--- src/rtl/sdcmd_pkg.sv ---
package sdcmd_pkg;

    typedef enum logic [2:0] {
        CMD_NOP  = 3'd0,
        CMD_ACT  = 3'd1,
        CMD_RD   = 3'd2,
        CMD_WR   = 3'd3,
        CMD_PRE  = 3'd4,
        CMD_REF  = 3'd5,
        CMD_SREF = 3'd6
    } cmd_e;

    typedef enum logic [1:0] {
        BK_IDLE = 2'd0,
        BK_WAIT = 2'd1,
        BK_OPEN = 2'd2
    } bank_st_e;

    typedef enum logic {
        M_RUN  = 1'b0,
        M_SELF = 1'b1
    } mode_e;

endpackage

--- src/rtl/sdram_cmd_decode.sv ---
module sdram_cmd_decode
    import sdcmd_pkg::*;
(
    input  logic ras_n,
    input  logic cas_n,
    input  logic we_n,
    input  logic cke,
    output cmd_e pin_cmd
);

    always_comb begin
        unique case ({ras_n, cas_n, we_n})
            3'b011:  pin_cmd = CMD_ACT;
            3'b101:  pin_cmd = CMD_RD;
            3'b100:  pin_cmd = CMD_WR;
            3'b010:  pin_cmd = CMD_PRE;
            3'b001:  pin_cmd = cke ? CMD_REF : CMD_SREF;
            default: pin_cmd = CMD_NOP;
        endcase
    end

endmodule

--- src/rtl/sdram_bank_tracker.sv ---
module sdram_bank_tracker
    import sdcmd_pkg::*;
#(
    parameter int ROW_W = 12,
    parameter int TRCD  = 3,
    localparam int CW   = $clog2(TRCD + 1)
) (
    input  logic             clk,
    input  logic             rst_n,
    input  logic             open_req,
    input  logic             close_req,
    input  logic [ROW_W-1:0] act_row,
    output logic             is_idle,
    output logic             is_ready,
    output logic [ROW_W-1:0] open_row
);

    bank_st_e         state_q, state_d;
    logic [CW-1:0]    cnt_q, cnt_d;
    logic [ROW_W-1:0] row_q, row_d;

    // state register
    always_ff @(posedge clk) begin
        if (!rst_n) begin
            state_q <= BK_IDLE;
            cnt_q   <= '0;
            row_q   <= '0;
        end else begin
            state_q <= state_d;
            cnt_q   <= cnt_d;
            row_q   <= row_d;
        end
    end

    // next state
    always_comb begin
        state_d = state_q;
        cnt_d   = cnt_q;
        row_d   = row_q;
        unique case (state_q)
            BK_IDLE: begin
                if (open_req) begin
                    row_d = act_row;
                    if (TRCD <= 1) begin
                        state_d = BK_OPEN;
                    end else begin
                        state_d = BK_WAIT;
                        cnt_d   = CW'(TRCD - 1);
                    end
                end
            end
            BK_WAIT: begin
                if (close_req) begin
                    state_d = BK_IDLE;
                end else if (cnt_q <= CW'(1)) begin
                    state_d = BK_OPEN;
                end else begin
                    cnt_d = cnt_q - CW'(1);
                end
            end
            BK_OPEN: begin
                if (close_req) state_d = BK_IDLE;
            end
            default: state_d = BK_IDLE;
        endcase
    end

    // outputs
    always_comb begin
        is_idle  = (state_q == BK_IDLE);
        is_ready = (state_q == BK_OPEN);
        open_row = row_q;
    end

endmodule

--- src/rtl/sdram_refresh_ctr.sv ---
module sdram_refresh_ctr #(
    parameter int REF_W       = 14,
    parameter int SREF_PERIOD = 8,
    localparam int TW         = $clog2(SREF_PERIOD + 1)
) (
    input  logic             clk,
    input  logic             rst_n,
    input  logic             cmd_adv,
    input  logic             self_run,
    output logic [REF_W-1:0] ref_addr
);

    logic [REF_W-1:0] addr_q;
    logic [TW-1:0]    tick_q;
    logic             tick_wrap;
    logic             step;

    always_comb begin
        tick_wrap = self_run && (tick_q == TW'(SREF_PERIOD - 1));
        step      = cmd_adv || tick_wrap;
        ref_addr  = addr_q;
    end

    always_ff @(posedge clk) begin
        if (!rst_n) begin
            addr_q <= '0;
            tick_q <= '0;
        end else begin
            if (step) addr_q <= addr_q + REF_W'(1);
            if (!self_run)     tick_q <= '0;
            else if (tick_wrap) tick_q <= '0;
            else                tick_q <= tick_q + TW'(1);
        end
    end

endmodule

--- src/rtl/sdram_cmd_tracker.sv ---
module sdram_cmd_tracker
    import sdcmd_pkg::*;
#(
    parameter int NUM_BANKS   = 4,
    parameter int ROW_W       = 12,
    parameter int TRCD        = 3,
    parameter int SREF_PERIOD = 8,
    localparam int BA_W       = $clog2(NUM_BANKS),
    localparam int REF_W      = ROW_W + BA_W
) (
    input  logic                 clk,
    input  logic                 rst_n,
    input  logic                 cke,
    input  logic                 ras_n,
    input  logic                 cas_n,
    input  logic                 we_n,
    input  logic [BA_W-1:0]      bank_addr,
    input  logic [ROW_W-1:0]     row_addr,
    output logic [2:0]           cmd_code,
    output logic                 cmd_ok,
    output logic                 err_col_closed,
    output logic                 err_act_open,
    output logic                 err_trcd,
    output logic                 err_ref_busy,
    output logic [BA_W-1:0]      cmd_bank,
    output logic [ROW_W-1:0]     cmd_row,
    output logic [NUM_BANKS-1:0] bank_open,
    output logic [BA_W-1:0]      ref_bank,
    output logic [ROW_W-1:0]     ref_row,
    output logic                 self_ref
);

    cmd_e                 pin_cmd;
    mode_e                mode_q, mode_d;
    logic [NUM_BANKS-1:0] bk_idle, bk_ready, do_act, do_pre;
    logic [ROW_W-1:0]     bk_row [NUM_BANKS];
    logic [REF_W-1:0]     ref_addr;
    logic                 ref_adv, all_idle, self_run;

    cmd_e                 code_d;
    logic                 ok_d, e_closed_d, e_open_d, e_trcd_d, e_ref_d;
    logic [BA_W-1:0]      bank_d;
    logic [ROW_W-1:0]     row_d;

    cmd_e                 code_q;
    logic                 ok_q, e_closed_q, e_open_q, e_trcd_q, e_ref_q;
    logic [BA_W-1:0]      bank_q;
    logic [ROW_W-1:0]     row_q;

    sdram_cmd_decode u_dec (
        .ras_n  (ras_n),
        .cas_n  (cas_n),
        .we_n   (we_n),
        .cke    (cke),
        .pin_cmd(pin_cmd)
    );

    for (genvar b = 0; b < NUM_BANKS; b++) begin : g_bank
        sdram_bank_tracker #(
            .ROW_W(ROW_W),
            .TRCD (TRCD)
        ) u_trk (
            .clk      (clk),
            .rst_n    (rst_n),
            .open_req (do_act[b]),
            .close_req(do_pre[b]),
            .act_row  (row_addr),
            .is_idle  (bk_idle[b]),
            .is_ready (bk_ready[b]),
            .open_row (bk_row[b])
        );
    end

    always_comb begin
        all_idle = &bk_idle;
        self_run = (mode_q == M_SELF) && !cke;
    end

    sdram_refresh_ctr #(
        .REF_W      (REF_W),
        .SREF_PERIOD(SREF_PERIOD)
    ) u_ref (
        .clk     (clk),
        .rst_n   (rst_n),
        .cmd_adv (ref_adv),
        .self_run(self_run),
        .ref_addr(ref_addr)
    );

    // mode state register
    always_ff @(posedge clk) begin
        if (!rst_n) mode_q <= M_RUN;
        else        mode_q <= mode_d;
    end

    // command judgement and mode transitions
    always_comb begin
        mode_d     = mode_q;
        code_d     = CMD_NOP;
        ok_d       = 1'b0;
        e_closed_d = 1'b0;
        e_open_d   = 1'b0;
        e_trcd_d   = 1'b0;
        e_ref_d    = 1'b0;
        bank_d     = '0;
        row_d      = '0;
        do_act     = '0;
        do_pre     = '0;
        ref_adv    = 1'b0;
        unique case (mode_q)
            M_RUN: begin
                unique case (pin_cmd)
                    CMD_ACT: begin
                        code_d = CMD_ACT;
                        bank_d = bank_addr;
                        row_d  = row_addr;
                        if (!bk_idle[bank_addr]) begin
                            e_open_d = 1'b1;
                        end else begin
                            ok_d             = 1'b1;
                            do_act[bank_addr] = 1'b1;
                        end
                    end
                    CMD_RD, CMD_WR: begin
                        code_d = pin_cmd;
                        bank_d = bank_addr;
                        if (bk_idle[bank_addr]) begin
                            e_closed_d = 1'b1;
                        end else if (!bk_ready[bank_addr]) begin
                            e_trcd_d = 1'b1;
                        end else begin
                            ok_d  = 1'b1;
                            row_d = bk_row[bank_addr];
                        end
                    end
                    CMD_PRE: begin
                        code_d            = CMD_PRE;
                        bank_d            = bank_addr;
                        ok_d              = 1'b1;
                        do_pre[bank_addr] = 1'b1;
                    end
                    CMD_REF, CMD_SREF: begin
                        code_d = pin_cmd;
                        bank_d = ref_addr[REF_W-1:ROW_W];
                        row_d  = ref_addr[ROW_W-1:0];
                        if (!all_idle) begin
                            e_ref_d = 1'b1;
                        end else begin
                            ok_d    = 1'b1;
                            ref_adv = 1'b1;
                            if (pin_cmd == CMD_SREF) mode_d = M_SELF;
                        end
                    end
                    default: ;
                endcase
            end
            M_SELF: begin
                if (cke) mode_d = M_RUN;
            end
            default: mode_d = M_RUN;
        endcase
    end

    // registered outputs
    always_ff @(posedge clk) begin
        if (!rst_n) begin
            code_q     <= CMD_NOP;
            ok_q       <= 1'b0;
            e_closed_q <= 1'b0;
            e_open_q   <= 1'b0;
            e_trcd_q   <= 1'b0;
            e_ref_q    <= 1'b0;
            bank_q     <= '0;
            row_q      <= '0;
        end else begin
            code_q     <= code_d;
            ok_q       <= ok_d;
            e_closed_q <= e_closed_d;
            e_open_q   <= e_open_d;
            e_trcd_q   <= e_trcd_d;
            e_ref_q    <= e_ref_d;
            bank_q     <= bank_d;
            row_q      <= row_d;
        end
    end

    always_comb begin
        cmd_code       = code_q;
        cmd_ok         = ok_q;
        err_col_closed = e_closed_q;
        err_act_open   = e_open_q;
        err_trcd       = e_trcd_q;
        err_ref_busy   = e_ref_q;
        cmd_bank       = bank_q;
        cmd_row        = row_q;
        bank_open      = ~bk_idle;
        ref_bank       = ref_addr[REF_W-1:ROW_W];
        ref_row        = ref_addr[ROW_W-1:0];
        self_ref       = (mode_q == M_SELF);
    end

endmodule

--- config.mk ---
export PLATFORM = sky130hd
export DESIGN_NAME = sdram_cmd_tracker
export DESIGN_NICKNAME = d
export VERILOG_FILES = /design/src/rtl/sdcmd_pkg.sv /design/src/rtl/sdram_cmd_decode.sv /design/src/rtl/sdram_bank_tracker.sv /design/src/rtl/sdram_refresh_ctr.sv /design/src/rtl/sdram_cmd_tracker.sv
export SDC_FILE = /design/constraint.sdc
export NUM_CORES = 1
export LEC_CHECK = 0
export BUFFER_PORTS_ARGS = -buffer_cell sky130_fd_sc_hd__buf_2
export CAP_MARGIN = 20
export CORE_AREA = 10 10 125 82
export CTS_CLUSTER_SIZE = 10
export DETAILED_ROUTE_END_ITERATION = 6
export DIE_AREA = 0 0 135 92
export GPL_TIMING_DRIVEN = 0
export PLACE_DENSITY = 0.83
export SETUP_SLACK_MARGIN = 0.1
export SYNTH_ARGS = -nofsm -noshare
export SYNTH_HDL_FRONTEND = slang
export SYNTH_SLANG_ARGS = --single-unit
--- constraint.sdc ---
create_clock -name clk -period 4.7 [get_ports clk]
set_input_delay 0.94 -clock clk [delete_from_list [all_inputs] [get_ports clk]]
set_output_delay 0.94 -clock clk [all_outputs]
set_load 0.01 [all_outputs]
==> results.yml <==
status:
  status: "finished clean"
routing:
  finalWirelength_um: 13200
  ant_nets: 0
  drc: 0
  routed-via-count: 4167
  wl_per_cell_um: 18.9
  firstDrtPassIters: 5
  drt_iter0_drc: 457
  routed_via_density: 5.95
clock_tree:
  clk_pin_slew_ps: 70
  cts_root_buf: "clkbuf_16"
  clock_path_buffers: 2
  numCtsBuffers: 9
  hold_buffers: 0
  insertion_delay_ps: 350
  postCtsSetupRepairBufs: 0
  cts-htree-levels: 3
  cts_tree: "built"
  clkSinkCount: 105
  cts_resized: 0
hold_path:
  hp-start: "u_ref.tick_q[0]"
  min_path_type: "reg -> reg"
final_layout:
  drive_gt1_share_pct: 19.2
  layout.nets: 611
  regArea_um2: 2100
  area_growth_pct: 15.5
  multi_input_area_um2: 2460
  final_common_cell: "dfxtp_1"
  nFillCells: 638
  final_cell_mix: "dfxtp_1 (105), nor2_1 (73), buf_2 (67), mux2i_1 (50), nand2_1 (49)"
  antennaDiodeCount: 0
  final_core_util_pct: 68.3
grt:
  grt-ovfl-total: 0
  grt_util_all_layers_pct: 21.2
  grt_pass1_wl_um: 21200
  grt_max_degree: 17
  antenna_found_initial: 0
  met3_usage_pct: 7.03
  grt_pass1_vias: 4106
  met1_usage_pct: 27.9
  grt_busiest_layer: "met2"
  use_met2_pct: 33.3
floorplan:
  fp.dieH_um: 92
  die_w_um: 135
  io_pins: 61
  num_rows: 26
  core-area_um2: 8100
  start_util_pct: 59.1
  dieArea_um2: 12400
synthesis:
  seq_area_frac_synth_pct: 43.9
  synth_top_area_share_pct: 43.9
  yosysUniqueCellTypes: 54
  synth-main-ff-cell: "dfxtp_1"
  yosysWarnings: 0
  syn-num-nets: 541
  yosysTopAreaCell: "dfxtp_1"
  yosys-top-cells-area: "dfxtp_1 (44%), mux2i_1 (10%), nor2_1 (5.7%)"
  syn-cell-area_um2: 4790
  synth_cells: 515
  synth-edff-count: 0
  synthArstFlopShare_pct: 0
  synth_area_per_cell_um2: 9.30
  ys_ff_latch: 105
timing:
  finalSetupViolCount: 0
  fin_worst_skew_ps: 7.70
  finalHoldViolCount: 0
  maxSlewHeadroom_pct: 37.6
  tightest_slew_ps: 912
  fin_setup_tns_ps: 0
  layout_min_cycle_time_ps: 2590
  min_period_over_period_pct: 55.0
  drv_slew: 0
  rsz0062_at_grt: "false"
  max_freq_mhz: 387
critical_path:
  worstPathRequired_ps: 4970
  crit_path_start_kind: "input pin"
  cpMostUsedCell: "clkbuf_1"
  r2r-start: "g_bank[0].u_trk.state_q[1]"
  path_cells: "clkbuf_1 -> nand2b_1 -> nor3_1 -> clkbuf_1 -> nand2_1 -> a21oi_1"
  endpoint_kind: "register"
  critical_path_class: "in -> reg"
  critPathMaxStageDelay_ps: 610
  crit_start: "bank_addr[0]"
  critPathTopFamily: "simple AND/OR/NAND/NOR gates"
  cp.arrival_ps: 2860
  critical-path-slowest-cell: "nor3_1"
  path_buf_inv: 2
  worstPathMaxFanout: 10
pwr:
  ir_drop_mv: 0.191
  leakage_nw: 2.38
  powerDensity_nw_per_um2: 332
placement:
  hpwl_um: 9500
  gp_congestion: 0.892
  port_buffers: 59
flow_run:
  max-cap-violations: 0
-- area by class of cell --
cell class | count | share of cell area (%)
Multi-Input combinational cell | 359 | 44.5
Sequential cell | 105 | 38.0
Timing Repair Buffer | 59 | 5.34
Clock buffer | 9 | 4.07
Tap cell | 112 | 2.53
Buffer | 27 | 2.42
Inverter | 24 | 1.63
Clock inverter | 5 | 1.47
-- per-stage QoR --
stage / worst slack, ps / hold WS, ps / instance area (um^2) / power (W) / std cells
6_report: 2110 / 445 / 5530 / 0.00184 / 700
5_1_grt: 2000 / 467 / 5530 / 0.00190 / 700
4_1_cts: 2150 / 449 / 5530 / 0.00184 / 700
3_5_place_dp: 1840 / 439 / 5220 / 0.00107 / 686
3_3_place_gp: 1940 / 430 / 5220 / 0.00106 / 686
2_1_floorplan: 2430 / 418 / 4790 / 0.00102 / 515
-- flip-flops by register name, summed over array words and instances (netlist names) --
| signal | cells |
|---|---|
| err_ref_busy | 1 |
| g_bank.u_trk.state_q | 8 |
| u_ref.tick_q | 4 |
| err_trcd | 1 |
| cmd_code | 3 |
| g_bank.u_trk.cnt_q | 8 |
| self_ref | 1 |
| err_act_open | 1 |
| cmd_bank | 2 |
| cmd_ok | 1 |
| g_bank.u_trk.open_row | 48 |
| cmd_row | 12 |
| u_ref.ref_addr | 14 |
| err_col_closed | 1 |
-- report_power, final --
group	internal [W]	switching [W]	total, W
Sequential	0.000902	0.00000698	0.000909
Clock	0.000462	0.000325	0.000787
Combinational	0.0000512	0.0000899	0.000141
-- per-layer routing --
| metal | wire length (um) | up-vias |
|---|---|---|
| met5 | 0 | - |
| met4 | 143 | 0 |
| met3 | 1460 | 20 |
| met2 | 5830 | 236 |
| met1 | 5790 | 1982 |
| li1 | - | 1929 |
-- cells in the mapped netlist (all sizes together) (9+ instances only) --
| cell | count |
|---|---|
| inv | 16 |
| nand3 | 16 |
| o21ai | 9 |
| nor3 | 9 |
| o22ai | 13 |
| a21oi | 29 |
| nand2b | 12 |
| dfxtp | 105 |
| buf | 15 |
| nand2 | 49 |
| mux2i | 50 |
| nor2 | 73 |
| clkbuf | 12 |
| mux4 | 12 |
| xnor2 | 14 |
-- final timing paths --
path                                       to  slack (ps)  cells after the start
setup / recovery  g_bank[1].u_trk.open_row[4]        2110                      6
hold / removal                u_ref.tick_q[0]         440                      1
setup reg to reg            u_ref.ref_addr[6]        2380                      5
hold reg to reg               u_ref.tick_q[0]         440                      1
-- logic make-up after synthesis --
kind of cell / after synthesis / share of synthesized area [%]
AOI/OAI and AO/OA: 76 / 10.7
xor gates and xnor gates: 15 / 2.74
adders and majority gates: 6 / 1.57
buffers and inverters: 51 / 4.68
DFF: 105 / 43.9
muxes: 62 / 16.1
and+or+nand+nor: 200 / 20.3
(Power assumes the default switching activity.)
